$ cat config.mk
export PLATFORM = sky130hd
export DESIGN_NAME = intx_queue_regs
export DESIGN_NICKNAME = d
export VERILOG_FILES = /design/src/rtl/intx_queue_pkg.sv /design/src/rtl/intx_queue_ctrl.sv /design/src/rtl/intx_queue_datapath.sv /design/src/rtl/intx_queue_regs.sv
export SDC_FILE = /design/constraint.sdc
export NUM_CORES = 1
export LEC_CHECK = 0
export ABC_AREA = 1
export BUFFER_PORTS_ARGS = -buffer_cell sky130_fd_sc_hd__buf_4
export CORE_UTILIZATION = 45
export CTS_BUF_LIST = sky130_fd_sc_hd__clkbuf_16
export CTS_CLUSTER_DIAMETER = 150
export DETAILED_ROUTE_END_ITERATION = 7
export PLACE_DENSITY_LB_ADDON = 0.12
export SYNTH_ARGS = -nofsm -noshare
export SYNTH_HDL_FRONTEND = slang
export SYNTH_SLANG_ARGS = --single-unit
$ cat constraint.sdc
create_clock -name clk -period 3.8 [get_ports clk]
set_input_delay 0 -clock clk [delete_from_list [all_inputs] [get_ports clk]]
set_output_delay 0 -clock clk [all_outputs]
set_load 0.02 [all_outputs]
$ cat src/rtl/intx_queue_pkg.sv
package intx_queue_pkg;
  // Register word addresses (byte offset / 4)
  localparam int OFS_DECODE = 'h4E;
  localparam int OFS_MASK   = 'h4F;
  localparam int OFS_PHY    = 'h51;
  localparam int OFS_STATUS = 'h52;
  localparam int OFS_QWORD1 = 'h56;
  localparam int OFS_QWORD2 = 'h57;

  // Bit positions
  localparam int BIT_INTX     = 16;
  localparam int BIT_MSI      = 17;
  localparam int BIT_LINK     = 11;
  localparam int BIT_BRIDGE   = 0;
  localparam int BIT_NONEMPTY = 18;
  localparam int BIT_OVERFLOW = 19;

  typedef enum logic [2:0] {
    RD_NONE, RD_DECODE, RD_MASK, RD_PHY, RD_STATUS, RD_QWORD1, RD_QWORD2
  } rd_sel_t;

  typedef struct packed {
    logic    wrDecode;
    logic    wrMask;
    logic    wrStatus;
    logic    popReq;
    logic    pushReq;
    rd_sel_t rdSel;
  } ctrl_strobes_t;
endpackage

$ cat src/rtl/intx_queue_ctrl.sv
module intx_queue_ctrl
  import intx_queue_pkg::*;
#(
  parameter int ADDR_W = 8
) (
  input  logic              regWrEn,
  input  logic [ADDR_W-1:0] regAddr,
  input  logic              evtValid,
  output ctrl_strobes_t     strobes
);
  always_comb begin
    strobes = '0;
    strobes.rdSel = RD_NONE;
    strobes.pushReq = evtValid;
    if (regAddr == ADDR_W'(OFS_DECODE)) begin
      strobes.rdSel = RD_DECODE;
      strobes.wrDecode = regWrEn;
    end else if (regAddr == ADDR_W'(OFS_MASK)) begin
      strobes.rdSel = RD_MASK;
      strobes.wrMask = regWrEn;
    end else if (regAddr == ADDR_W'(OFS_PHY)) begin
      strobes.rdSel = RD_PHY;
    end else if (regAddr == ADDR_W'(OFS_STATUS)) begin
      strobes.rdSel = RD_STATUS;
      strobes.wrStatus = regWrEn;
    end else if (regAddr == ADDR_W'(OFS_QWORD1)) begin
      strobes.rdSel = RD_QWORD1;
      strobes.popReq = regWrEn;
    end else if (regAddr == ADDR_W'(OFS_QWORD2)) begin
      strobes.rdSel = RD_QWORD2;
      strobes.popReq = regWrEn;
    end
  end
endmodule

$ cat src/rtl/intx_queue_datapath.sv
module intx_queue_datapath
  import intx_queue_pkg::*;
#(
  parameter int DEPTH = 8
) (
  input  logic          clk,
  input  logic          rstN,
  input  ctrl_strobes_t strobes,
  input  logic [31:0]   wrData,
  input  logic [1:0]    evtLane,
  input  logic          evtLevel,
  input  logic          linkUp,
  input  logic          msiRecv,
  output logic [31:0]   rdData,
  output logic          irqOut,
  output logic          bridgeEn
);
  localparam int PTR_W = (DEPTH > 2) ? $clog2(DEPTH) : 1;
  localparam int OCC_W = PTR_W + 1;

  function automatic logic [PTR_W-1:0] ptrInc(input logic [PTR_W-1:0] p);
    return (p == PTR_W'(DEPTH - 1)) ? '0 : p + 1'b1;
  endfunction

  logic [2:0]       slotMem [DEPTH];
  logic [PTR_W-1:0] wrPtr, rdPtr, wrPtrNext, rdPtrNext;
  logic [31:0]      decodeReg, maskReg, decodeNext, setBits, clrBits;
  logic             overflowReg;
  logic             qEmpty, qFull, popOk, pushOk, ovfSet;
  logic [OCC_W-1:0] occupancy;
  logic [2:0]       headSlot;

  assign qEmpty = (wrPtr == rdPtr);
  assign qFull  = (ptrInc(wrPtr) == rdPtr);
  assign popOk  = strobes.popReq && !qEmpty;
  assign pushOk = strobes.pushReq && (!qFull || popOk);
  assign ovfSet = strobes.pushReq && !pushOk;

  assign wrPtrNext = pushOk ? ptrInc(wrPtr) : wrPtr;
  assign rdPtrNext = popOk  ? ptrInc(rdPtr) : rdPtr;
  assign occupancy = (wrPtr >= rdPtr) ? OCC_W'(wrPtr) - OCC_W'(rdPtr)
                                      : OCC_W'(DEPTH) + OCC_W'(wrPtr) - OCC_W'(rdPtr);

  always_comb begin
    setBits = '0;
    setBits[BIT_INTX] = pushOk;
    setBits[BIT_MSI]  = msiRecv;
    clrBits = strobes.wrDecode ? wrData : '0;
    decodeNext = (decodeReg | setBits) & ~clrBits;
    if (wrPtrNext != rdPtrNext) decodeNext[BIT_INTX] = 1'b1;
  end

  always_ff @(posedge clk) begin
    if (!rstN) begin
      wrPtr       <= '0;
      rdPtr       <= '0;
      decodeReg   <= '0;
      maskReg     <= '0;
      bridgeEn    <= 1'b0;
      overflowReg <= 1'b0;
    end else begin
      wrPtr     <= wrPtrNext;
      rdPtr     <= rdPtrNext;
      decodeReg <= decodeNext;
      if (strobes.wrMask) maskReg <= wrData;
      if (strobes.wrStatus) bridgeEn <= wrData[BIT_BRIDGE];
      if (ovfSet) overflowReg <= 1'b1;
      else if (strobes.wrStatus && wrData[BIT_OVERFLOW]) overflowReg <= 1'b0;
    end
  end

  always_ff @(posedge clk) begin
    if (pushOk) slotMem[wrPtr] <= {evtLevel, evtLane};
  end

  assign headSlot = slotMem[rdPtr];
  assign irqOut   = |(decodeReg & maskReg);

  always_comb begin
    rdData = '0;
    case (strobes.rdSel)
      RD_DECODE: rdData = decodeReg;
      RD_MASK:   rdData = maskReg;
      RD_PHY:    rdData[BIT_LINK] = linkUp;
      RD_STATUS: begin
        rdData[BIT_BRIDGE]   = bridgeEn;
        rdData[BIT_NONEMPTY] = !qEmpty;
        rdData[BIT_OVERFLOW] = overflowReg;
      end
      RD_QWORD1: if (!qEmpty) rdData = {1'b1, 1'b0, headSlot[2], headSlot[1:0], 27'd0};
      default:   rdData = '0;
    endcase
  end

  // a nonempty queue always shows INTx pending
  p_pend_nonempty_r3: assert property (@(posedge clk) disable iff (!rstN)
    (occupancy != '0) |-> decodeReg[BIT_INTX]);
  // full queue, push without pop -> dropped, overflow set
  p_no_overflow_r5: assert property (@(posedge clk) disable iff (!rstN)
    (qFull && strobes.pushReq && !strobes.popReq) |=> (overflowReg && occupancy == $past(occupancy)));
  // a lone pop on a nonempty queue removes exactly one entry
  p_pop_one_r8: assert property (@(posedge clk) disable iff (!rstN)
    (strobes.popReq && !strobes.pushReq && !qEmpty) |=> (occupancy == $past(occupancy) - 1'b1));
  // simultaneous push and pop keep the count and raise no overflow
  p_push_pop_r9: assert property (@(posedge clk) disable iff (!rstN)
    (strobes.popReq && strobes.pushReq && !qEmpty) |=>
      (occupancy == $past(occupancy) && overflowReg == $past(overflowReg)));
  // an accepted push with INTx unmasked raises the line next cycle
  p_irq_push_r2: assert property (@(posedge clk) disable iff (!rstN)
    (pushOk && maskReg[BIT_INTX] && !strobes.wrMask) |=> irqOut);
  // occupancy never exceeds DEPTH-1
  p_occ_bound_r5: assert property (@(posedge clk) disable iff (!rstN)
    occupancy <= OCC_W'(DEPTH - 1));
endmodule

$ cat src/rtl/intx_queue_regs.sv
module intx_queue_regs
  import intx_queue_pkg::*;
#(
  parameter int ADDR_W = 8,
  parameter int DEPTH  = 8
) (
  input  logic              clk,
  input  logic              rstN,
  input  logic              regWrEn,
  input  logic [ADDR_W-1:0] regAddr,
  input  logic [31:0]       regWrData,
  output logic [31:0]       regRdData,
  input  logic              evtValid,
  input  logic [1:0]        evtLane,
  input  logic              evtLevel,
  input  logic              linkUp,
  input  logic              msiRecv,
  output logic              irqOut,
  output logic              bridgeEn
);
  ctrl_strobes_t strobes;

  intx_queue_ctrl #(.ADDR_W(ADDR_W)) uCtrl (
    .regWrEn (regWrEn),
    .regAddr (regAddr),
    .evtValid(evtValid),
    .strobes (strobes)
  );

  intx_queue_datapath #(.DEPTH(DEPTH)) uDp (
    .clk     (clk),
    .rstN    (rstN),
    .strobes (strobes),
    .wrData  (regWrData),
    .evtLane (evtLane),
    .evtLevel(evtLevel),
    .linkUp  (linkUp),
    .msiRecv (msiRecv),
    .rdData  (regRdData),
    .irqOut  (irqOut),
    .bridgeEn(bridgeEn)
  );
endmodule

After elaboration in Yosys (flattened, before gate mapping) --
Memories as Yosys holds them, arrays and structs flattened. A register that Yosys moved wholly into a read port is not among the register bits. Cells that the tools add are included.
Cells by class: equal/unequal tests 16, bitwise logic cells 4, muxes and demuxes 33, reduce and logical (&&, ||, !) cells 10, add/subtract/negate cells 2
Operators by type and width (number):
- bitwise AND 32 bit | 2
- 2-to-1 mux 32 bit | 2
- equality test 8 x 7 -> 1 bit (second input constant) | 6
- 2-to-1 mux 3 bit | 12
- case mux 12 bit (3 select lines) | 1
- NOT 32 bit | 1
- OR 32 x 18 -> 32 bit | 1
- OR reduction 32 bit | 1
- case mux 10 bit (3 select lines) | 1
- case mux 6 bit (3 select lines) | 1
- equality test 3 bit (second input constant) | 4
- 2-to-1 mux 1 bit | 11
- case mux 1 bit (4 select lines) | 2
- case mux 2 bit (4 select lines) | 1
- adder 3 x 1 -> 3 bit (second input constant) | 2
- equality test 3 x 2 -> 1 bit (second input constant) | 2
- equality test 3 bit | 2
- logical AND 1 bit | 4
- 2-to-1 mux 2 bit | 2
- equality test 3 x 1 -> 1 bit (second input constant) | 1
- zero test 1 bit | 3
- inequality test 3 bit | 1
- nonzero test 2 bit | 1
- logical OR 1 bit | 1
Word-level totals: memories kept 1, RAM bits 24, flip-flop bits (word level) 72
Memory list:
- uDp.slotMem | depth 8, bits a word 3, read ports 1, clocked after Yosys merged registers in 1, write ports 1, line intx_queue_datapath.sv:25 | logic [2:0] slotMem [DEPTH];

Logic depth before layout (Yosys ltp) --
Gate-level depths: netlist of run 1.
depth after elaboration 13, depth in mapped cells 14

By module --
Synthesis of run 1 repeated with hierarchy kept, for this count alone.
Unflattened totals: cells, all modules 543, area total of the unflattened synthesis 4423.0 µm²
Modules (own cells, without submodules):
- intx_queue_datapath | cells an instance 506, area an instance 4244.1 µm², instances 1
- intx_queue_ctrl | cells an instance 37, area an instance 178.9 µm², instances 1

Least setup slack after synthesis of run 1 --
No wires, ideal clock.
kind register -> register, start register uDp.wrPtr[0], end memory uDp.slotMem[1][0], enable pin, slack 1788 ps, buffers on the path 0, required time 3481 ps, cell stages (with the launch flop) 10, clock period less this slack 2012 ps, arrival 1693 ps, path through dfxtp_1 > ha_1 > ha_1 > xor2_1 > nor3_4 > nand2_4 > nand2_4 > inv_1 > nand2_1 > nor2_1
Between the ends: longest elaborated chain between the ends 8, elaborated cells on any way between the ends 12, classes of those cells add/sub (1); eq/ne (3); mux (3); reduce/logical (5)
RTL lines:
- start: declaration | line intx_queue_datapath.sv:26 | logic [PTR_W-1:0] wrPtr, rdPtr, wrPtrNext, rdPtrNext;
- start signal: assignment | line intx_queue_datapath.sv:62 | wrPtr <= wrPtrNext;
- adder 3 x 1 -> 3 bit / equality test 3 bit (equally long branches) | line intx_queue_datapath.sv:22 | return (p == PTR_W'(DEPTH - 1)) ? '0 : p + 1'b1;
- 2-to-1 mux 3 bit | line intx_queue_datapath.sv:22
- equality test 3 bit | line intx_queue_datapath.sv:34 | assign qFull = (ptrInc(wrPtr) == rdPtr);
- zero test 1 bit | line intx_queue_datapath.sv:36 | assign pushOk = strobes.pushReq && (!qFull || popOk);
- logical OR 1 bit | line intx_queue_datapath.sv:36
- logical AND 1 bit | line intx_queue_datapath.sv:36
- 2-to-1 mux 1 bit | line intx_queue_datapath.sv:73 | if (pushOk) slotMem[wrPtr] <= {evtLevel, evtLane};
- 2-to-1 mux 1 bit (not written as such) | line intx_queue_datapath.sv:73
- end: declaration | line intx_queue_datapath.sv:25
Several ways; a longest one is shown, not always the timed one.

Final worst setup path of run 1 --
start input regAddr[7], end register uDp.decodeReg[17]
Between the ends: longest elaborated chain between the ends 5
RTL lines:
- start: declaration | line intx_queue_regs.sv:10 | input logic [ADDR_W-1:0] regAddr,
- equality test 8 x 7 -> 1 bit | line intx_queue_ctrl.sv:15 | if (regAddr == ADDR_W'(OFS_DECODE)) begin
- 2-to-1 mux 1 bit | line intx_queue_ctrl.sv:15
- 2-to-1 mux 32 bit | line intx_queue_datapath.sv:48 | clrBits = strobes.wrDecode ? wrData : '0;
- NOT 32 bit | line intx_queue_datapath.sv:49 | decodeNext = (decodeReg | setBits) & ~clrBits;
- bitwise AND 32 bit | line intx_queue_datapath.sv:49
- end signal: assignment | line intx_queue_datapath.sv:64 | decodeReg <= decodeNext;
- end: declaration | line intx_queue_datapath.sv:27 | logic [31:0] decodeReg, maskReg, decodeNext, setBits, clrBits;
Every way passes these cells. A chain may end at the register's enable or synchronous reset.

==> parameters.txt, run 1 <==
Parameter                              Value

Status
  Run status ... finished clean

Setup path
  Kind of critical path ... in -> reg
  R2R setup slack ... 1520 ps
  Worst endpoint data arrival time ... between 2000 and 3000 ps
  Type of destination of the critical path ... flop
  Source of the worst register-to-register timing path ... uDp.wrPtr[0]
  CP startpoint kind ... input pin
  R2R cell count ... 11
  Crit Path Max Fanout ... 33
  Capture instance of the worst register-to-register path ... uDp.slotMem[1][0]
  Data required, critical path ... 4030 ps

Synthesis
  Fraction of the mapped netlist area in compound gates ... 25.18%
  Post-synthesis share of cell area spent on full adders, half adders and majority gates ... 1.159%
  Most common library cells after synthesis ... sky130_fd_sc_hd__inv_1, sky130_fd_sc_hd__dfxtp_1, sky130_fd_sc_hd__o21ai_0, sky130_fd_sc_hd__nand2_1, sky130_fd_sc_hd__o22ai_1
  Post-synthesis register bit count ... between 90 and 100
  Post-synth cell types ... 34
  Number of instances in the synthesized netlist ... 508
  Top post-synthesis cells by area ... sky130_fd_sc_hd__dfxtp_1, sky130_fd_sc_hd__edfxtp_1, sky130_fd_sc_hd__inv_1, sky130_fd_sc_hd__o22ai_1, sky130_fd_sc_hd__o21ai_0
  Xor/xnor cell area share of the yosys netlist ... roughly 1.2%
  Simple-gate portion of the synthesized area ... 11.91%
  Number of warnings reported in the yosys synthesis log ... 0
  Yosys top cell by area ... sky130_fd_sc_hd__dfxtp_1
  Share of synthesized area occupied by flip-flops and latches ... 50.07%
  Leading register cell type out of synthesis ... sky130_fd_sc_hd__dfxtp_1
  Multiplexer fraction of the synthesized cell area ... 0%
  Most instantiated library cell after synthesis ... sky130_fd_sc_hd__inv_1
  Post-synth EDFFs ... 24
  Combinational family with the most area after synthesis ... compound AO/OA/AOI/OAI gates
  Number of nets in the synthesized netlist ... 561
  Post-synthesis cell area ... between 4000 and 5000 sq um
  Avg Inst Size Synth ... 8.500 sq um
  Post-synth top area share ... 33.38%
  Fraction of registers with async set or reset after synthesis ... 0%

Clock network
  Total CTS buffers ... 9
  Level count of the clock H-tree ... 3
  Post-cts sizing count ... 0
  Maximum count of clock buffers along a single path ... 2
  Root cell of the clock tree ... sky130_fd_sc_hd__clkbuf_16
  TritonCTS clock tree ... built
  # clock sinks ... 96
  Skew-Pair Late Insertion Delay ... 340 ps
  Number of setup buffers added after CTS ... 0
  Clock transition at path regs ... 70 ps
  CTS hold repair buffers ... 36

Min path
  Type of the most critical hold path ... in -> reg
  Number of cells on the worst hold path ... 3
  Beginning of the worst hold path ... evtValid
  Endpoint of the worst hold-timing path ... uDp.overflowReg

Die
  Rows ... 35
  Die X ... 99.96 um
  Die footprint ... 9991 sq um
  Initial Utilization ... a little under half
  Number of top-level pins ... 83
  Area inside the core boundary ... between 9000 and 10000 sq um
  Die height ... around 100 um

Route
  Wire length per cell ... ~15 um
  Met1 WL ... 5.095 mm
  Top layer reached by signal wires ... met4
  Routed Wire Length ... 11.29 mm
  Via count ... 3918
  First-iteration detailed-routing DRC count ... 194
  Via-per-instance ratio ... 5.231
  Number of nets with antenna violations after routing ... 0
  Router iterations before antenna repair ... 4
  DR WL met2 ... approximately 5.5 mm
  Drc violations ... 0
  Met3 wire length ... roughly 440 um

Placement
  Total instance count after detailed placement ... 697
  Count of buffers from port buffering ... 82
  Instance area after placement ... approximately 5000 sq um
  Final HPWL DP ... 7.528 mm
  Gp weighted congestion ... 0.8565

Timing
  Worst max-slew margin expressed relative to the limit ... approximately half
  Transition time at the pin with the least slew margin ... 723.8 ps
  Portion of the clock cycle consumed by the worst path in the final layout ... 60.91%
  # setup viols final ... 0
  Count of pins over their slew limit ... 0
  Setup repair after global routing missed its margin ... false
  Worst setup skew after layout ... 9.118 ps
  Time the worst path needs with I/O delays and setup ... 2315 ps
  Total negative slack ... 0 ps
  Worst hold slack after final layout ... 17.30 ps
  Maximum achievable frequency ... 0.4321 GHz
  Final hold viol count ... 0

GRT
  Total congestion overflow ... 0
  Gr usage total ... 23.42%
  Global-route wire length before repair ... 18.08 mm
  Pin count of the biggest net entering global routing ... 65
  Initial antenna violation count ... 0
  Via count of the first global-routing pass ... 3751

Power
  Design Power ... 2.201 mW
  Highest ir drop seen on vdd ... approximately 0.00028 V
  Power density over the cells ... 386.6 nW/um^2
  Static Leak ... 2.146 nW

Final layout
  Number of standard cells in the layout, taps in and fillers out ... 749
  Antenna fix cells ... 0
  Share of post-route cells with drive strength above 1 ... slightly below 20%
  Final Instance Area ... 5694 sq um
  Area growth, synth to finish ... 31.87%
  Post-layout nets ... around 670

Flow run
  Reported max-cap violation count ... 0
power breakdown:
| group | internal (mW) | switching [mW] | total, mW |
|---|---|---|---|
| logic | 0.0861 | 0.0933 | 0.179 |
| clock network | 0.554 | 0.402 | 0.956 |
| registers | 1.06 | 0.00725 | 1.07 |
kinds of logic after synthesis:
family,after synthesis
AO/OA/AOI/OAI,177
XOR/XNOR,5
adder cells (fa/ha/maj),4
buffers and inverters,115
flip-flops,96
AND/OR/NAND/NOR,111
per-layer routing:
metal	track usage, %	vias up
met5	0	-
met4	8.484	0
met1	30.08	1833
met2	40.21	97
li1	-	1969
met3	3.343	19
final cells by class:
class,count,area [sq um]
fill,836,3590
clock buffer,10,250.2
multi-input combinational,297,1710
tap,129,161.4
sequential,96,2162
inverter,88,330.3
timing repair buffer,123,1013
clock inverter,6,66.31
state kept, by name, indices dropped and copies added (netlist names):
| register | cells |
|---|---|
| uDp.wrPtr | 3 |
| uDp.decodeReg | 32 |
| uDp.overflowReg | 1 |
| uDp.bridgeEn | 1 |
| uDp.rdPtr | 3 |
| uDp.maskReg | 32 |
| uDp.slotMem | 24 |
worst max path at each step:
stage                  from           endpoint  slack [ps]  cells past startpoint
6_report         regAddr[7]  uDp.decodeReg[17]        1490                     10
5_1_grt        uDp.rdPtr[0]      regRdData[29]        1260                      6
4_1_cts        uDp.wrPtr[0]  uDp.slotMem[1][0]        1520                     11
3_5_place_dp   uDp.wrPtr[0]  uDp.slotMem[5][1]        1520                     11
3_3_place_gp   uDp.wrPtr[0]  uDp.slotMem[7][0]        1630                      9
2_1_floorplan  uDp.wrPtr[0]  uDp.slotMem[1][0]        1790                      9
placed cells by master (no fill, tap or decap), drive strengths merged, types with 11 or more instances in the layout:
cell / synthesis / layout
dfxtp: 72 / 72
nand2: 50 / 50
nand3: 15 / 15
a211oi: 30 / 30
buf: 8 / 87
o221ai: 11 / 11
a21oi: 39 / 39
o22ai: 41 / 41
nor2: 38 / 38
o21ai: 52 / 52
edfxtp: 24 / 24
inv: 88 / 91
dlygate4sd3: 0 / 36
per-stage QoR:
step                utilization (%)  setup WS, ps
floorplan                         -          1788
global placement              54.04          1630
detailed placement            54.04          1525
CTS                           61.33          1518
global route                  61.33          1259
finish                        61.33          1485
worst max-delay path, cell delays in order:
cell                            delay (ps)
sky130_fd_sc_hd__buf_4                 110
sky130_fd_sc_hd__inv_1                  40
sky130_fd_sc_hd__nand2_1                60
sky130_fd_sc_hd__nor2_1                310
sky130_fd_sc_hd__nand2_1                90
sky130_fd_sc_hd__buf_4                 270
sky130_fd_sc_hd__nor2_2                600
sky130_fd_sc_hd__buf_4                 370
sky130_fd_sc_hd__a21oi_1               110
sky130_fd_sc_hd__dlygate4sd3_1         580
(Power assumes the default switching activity.)
==> inputs of run 2 (changes only) <==
- clock period: 3.8 -> 2 ns (I/O delays scaled with it)
==> run 2 against run 1 <==
  * Sequential power is 89% higher
  * Count of clock-buffer cells in the layout is 1 lower
  * Critical path depth is 2 lower
  * Setup slack worse by 1400 ps
  * Via count is 1.7% higher
  * Wire length is 2.0% higher
  * Combinational power is 140% higher
  * Clock power is 65% higher
  * Flip-flop and latch count stayed put
  * Power is 83% higher
  * Final area is 5.2% higher
  * Critical path type is now reg -> out
  * Critical endpoint is now regRdData[29]
==> parameters.txt, run 2 (same netlist as run 1, synthesis figures left out) <==
Parameter                              Value

GRT
  Via count of the first global-routing pass ... 3842 (+2.4%)
  Global-route wire length before repair ... 18.31 mm (+1.3%)
  Met1 Track Usage GR ... 29.20% (-0.88 points)
  Met2 usage ... 41.38% (+1.2 points)
  GRT met3 Usage ... 3.621% (+0.28 points)
  GRT busiest layer ... met2
  Pin count of the biggest net entering global routing ... 65 (unchanged)
  Gr usage total ... 23.20% (-0.22 points)
  Initial antenna violation count ... 0 (unchanged)
  Total congestion overflow ... 0 (unchanged)

Status
  Run status ... finished clean

Setup path
  Data required, critical path ... 2000 ps (-2030 ps)
  Critical Path Most Common Cell ... sky130_fd_sc_hd__buf_4
  Crit Path Max Fanout ... 8 (-76%)
  Kind of critical path ... reg -> out
  Type of destination of the critical path ... primary output
  Worst endpoint data arrival time ... 1930 ps (-610 ps)
  Critical path's largest stage delay ... 390 ps (-210 ps)
  Cells along the critical path ... buf_8 -> clkinvlp_4 -> buf_4 -> nor2_1 -> o22ai_1 -> o211ai_1 -> o221ai_1 -> buf_4
  Slowest cell on the critical path ... sky130_fd_sc_hd__dfxtp_4
  CP startpoint kind ... flop

Die
  Number of top-level pins ... 83 (unchanged)
  Initial Utilization ... 46.51% (unchanged)
  Area inside the core boundary ... 9284 sq um (unchanged)
  Rows ... 35 (unchanged)
  Die height ... 99.96 um (unchanged)
  Die footprint ... 9991 sq um (unchanged)
  Die X ... 99.96 um (unchanged)

Final layout
  Most frequent standard cell in the layout excluding fill and tap cells ... sky130_fd_sc_hd__buf_4
  Number of standard cells in the layout, taps in and fillers out ... 767 (+2.4%)
  Antenna fix cells ... 0 (unchanged)
  Top library cells by usage in the layout, fill and taps aside ... sky130_fd_sc_hd__buf_4, sky130_fd_sc_hd__inv_1, sky130_fd_sc_hd__dfxtp_1
  Regs by FF count ... uDp.decodeReg x32, uDp.maskReg x32, uDp.slotMem x24
  Share of post-route cells with drive strength above 1 ... 25.55% (+6.2 points)
  Post-layout nets ... 687 (+2.8%)
  Final Instance Area ... 5989 sq um (+5.2%)
  Fillers ... 798 (-4.5%)
  Area growth, synth to finish ... 38.71%

Clock network
  TritonCTS clock tree ... built
  # clock sinks ... 96 (unchanged)
  Root cell of the clock tree ... sky130_fd_sc_hd__clkbuf_16
  Clock transition at path regs ... 70 ps (about the same)
  Total CTS buffers ... 9 (unchanged)
  Skew-Pair Late Insertion Delay ... 330 ps (about the same)
  Level count of the clock H-tree ... 3 (unchanged)
  Maximum count of clock buffers along a single path ... 2 (unchanged)

Min path
  Type of the most critical hold path ... in -> reg

Timing
  Transition time at the pin with the least slew margin ... 569.0 ps (-154.8 ps)
  Worst hold slack after final layout ... 30.72 ps (+13.42 ps)
  Portion of the clock cycle consumed by the worst path in the final layout ... a little over nine tenths
  Maximum achievable frequency ... 0.5177 GHz
  Worst setup skew after layout ... 6.700 ps (-2.418 ps)
  Count of pins over their slew limit ... 0 (unchanged)
  Worst max-slew margin expressed relative to the limit ... 62.07% (+10 points)
  Time the worst path needs with I/O delays and setup ... about 1900 ps
  # setup viols final ... 0 (unchanged)
  Final hold viol count ... 0 (unchanged)

Route
  Routed Wire Length ... 11.52 mm (+2.0%)
  Drc violations ... 0 (unchanged)
  Via-per-instance ratio ... 5.197 (-0.65%)
  Router iterations before antenna repair ... 5 (+1)
  Via count ... 3986 (+1.7%)
  Wire length per cell ... 15.02 um (-0.37%)
  Number of nets with antenna violations after routing ... 0 (unchanged)
  First-iteration detailed-routing DRC count ... 169 (-13%)

Power
  Power density over the cells ... 673.0 nW/um^2 (+74%)
  Highest ir drop seen on vdd ... 0.0004964 V (+77%)
  Static Leak ... 2.236 nW (+4.2%)
  Design Power ... 4.031 mW (+83%)

Placement
  Total instance count after detailed placement ... 709 (+1.7%)
  Count of buffers from port buffering ... 82 (unchanged)
  Instance area after placement ... 5127 sq um (+2.2%)
  Final HPWL DP ... 7.711 mm (+2.4%)
  Gp weighted congestion ... 0.8225 (-4.0%)

Flow run
  Reported max-cap violation count ... 0 (unchanged)
run 2: cell types whose count changed in the layout (fill, tap and decap cells not counted), moves of 3 or more:
| cell | delta |
|---|---|
| sky130_fd_sc_hd__nand2_1 | -4 |
| sky130_fd_sc_hd__nor2_1 | -8 |
| sky130_fd_sc_hd__inv_1 | -3 |
| sky130_fd_sc_hd__nand3_2 | +3 |
| sky130_fd_sc_hd__nor2_4 | +8 |
| sky130_fd_sc_hd__nand3_1 | -3 |
| sky130_fd_sc_hd__clkinvlp_4 | +3 |
| sky130_fd_sc_hd__nand2_8 | +3 |
| sky130_fd_sc_hd__buf_4 | +16 |
run 2: final timing paths:
check / slack (ps) / endpoint / start / cells past startpoint
min: 30 / uDp.wrPtr[1] / evtValid / 3
max reg2reg: 70 / uDp.slotMem[3][0] / uDp.wrPtr[0] / 11
max: 70 / regRdData[29] / uDp.rdPtr[0] / 8
min reg2reg: 460 / uDp.overflowReg / uDp.overflowReg / 2
run 2: power by group:
part | leakage, nW | total, mW | internal, mW | switching [mW]
clock network | 0.131 | 1.58 | 0.847 | 0.734
registers | 0.800 | 2.02 | 2.01 | 0.00838
logic | 1.31 | 0.432 | 0.205 | 0.227
run 2: worst max-delay path: cells and delay by family, from the launching register on:
family	cells	cell delay [ps]
flip-flops	1	390
AND/OR/NAND/NOR	1	120
AO/OA/AOI/OAI	3	470
buffers and inverters	4	620
run 2: final cells by class:
class	instances	area [sq um]	area share [%]
Clock buffer	9	225.2	3.760
Timing Repair Buffer	142	1174	19.59
Inverter	88	336.6	5.619
Multi-Input combinational cell	297	1878	31.36
Tap cell	129	161.4	2.695
Sequential cell	96	2167	36.18
Clock inverter	6	47.55	0.7938
run 2: repair_timing:
action                                  4_1_cts  5_1_grt
endpoints found under the hold margin        88        0
setup buffers                                 0        7
pin swaps                                     0        6
hold buffers                                 36        0
gates cloned                                  0        0
endpoints found under the setup margin       27       28
resized for setup                             5       41
run 2: stage by stage:
stage | util, % | setup TNS (ps) | setup WS (ps)
finish | 64.51 | 0 | 68.36
global route | 64.51 | -805.1 | -52.64
CTS | 62.16 | -1598 | -68.27
detailed placement | 55.23 | -1214 | -56.93
global placement | 55.23 | 0 | 4.069
floorplan | - | 0 | 13.69
run 2: layer usage:
| layer | vias to the layer above | wire length [um] |
|---|---|---|
| met3 | 16 | 395 |
| met4 | 0 | 156 |
| met5 | - | 0 |
| met2 | 100 | 5898 |
| met1 | 1854 | 5069 |
| li1 | 2016 | - |
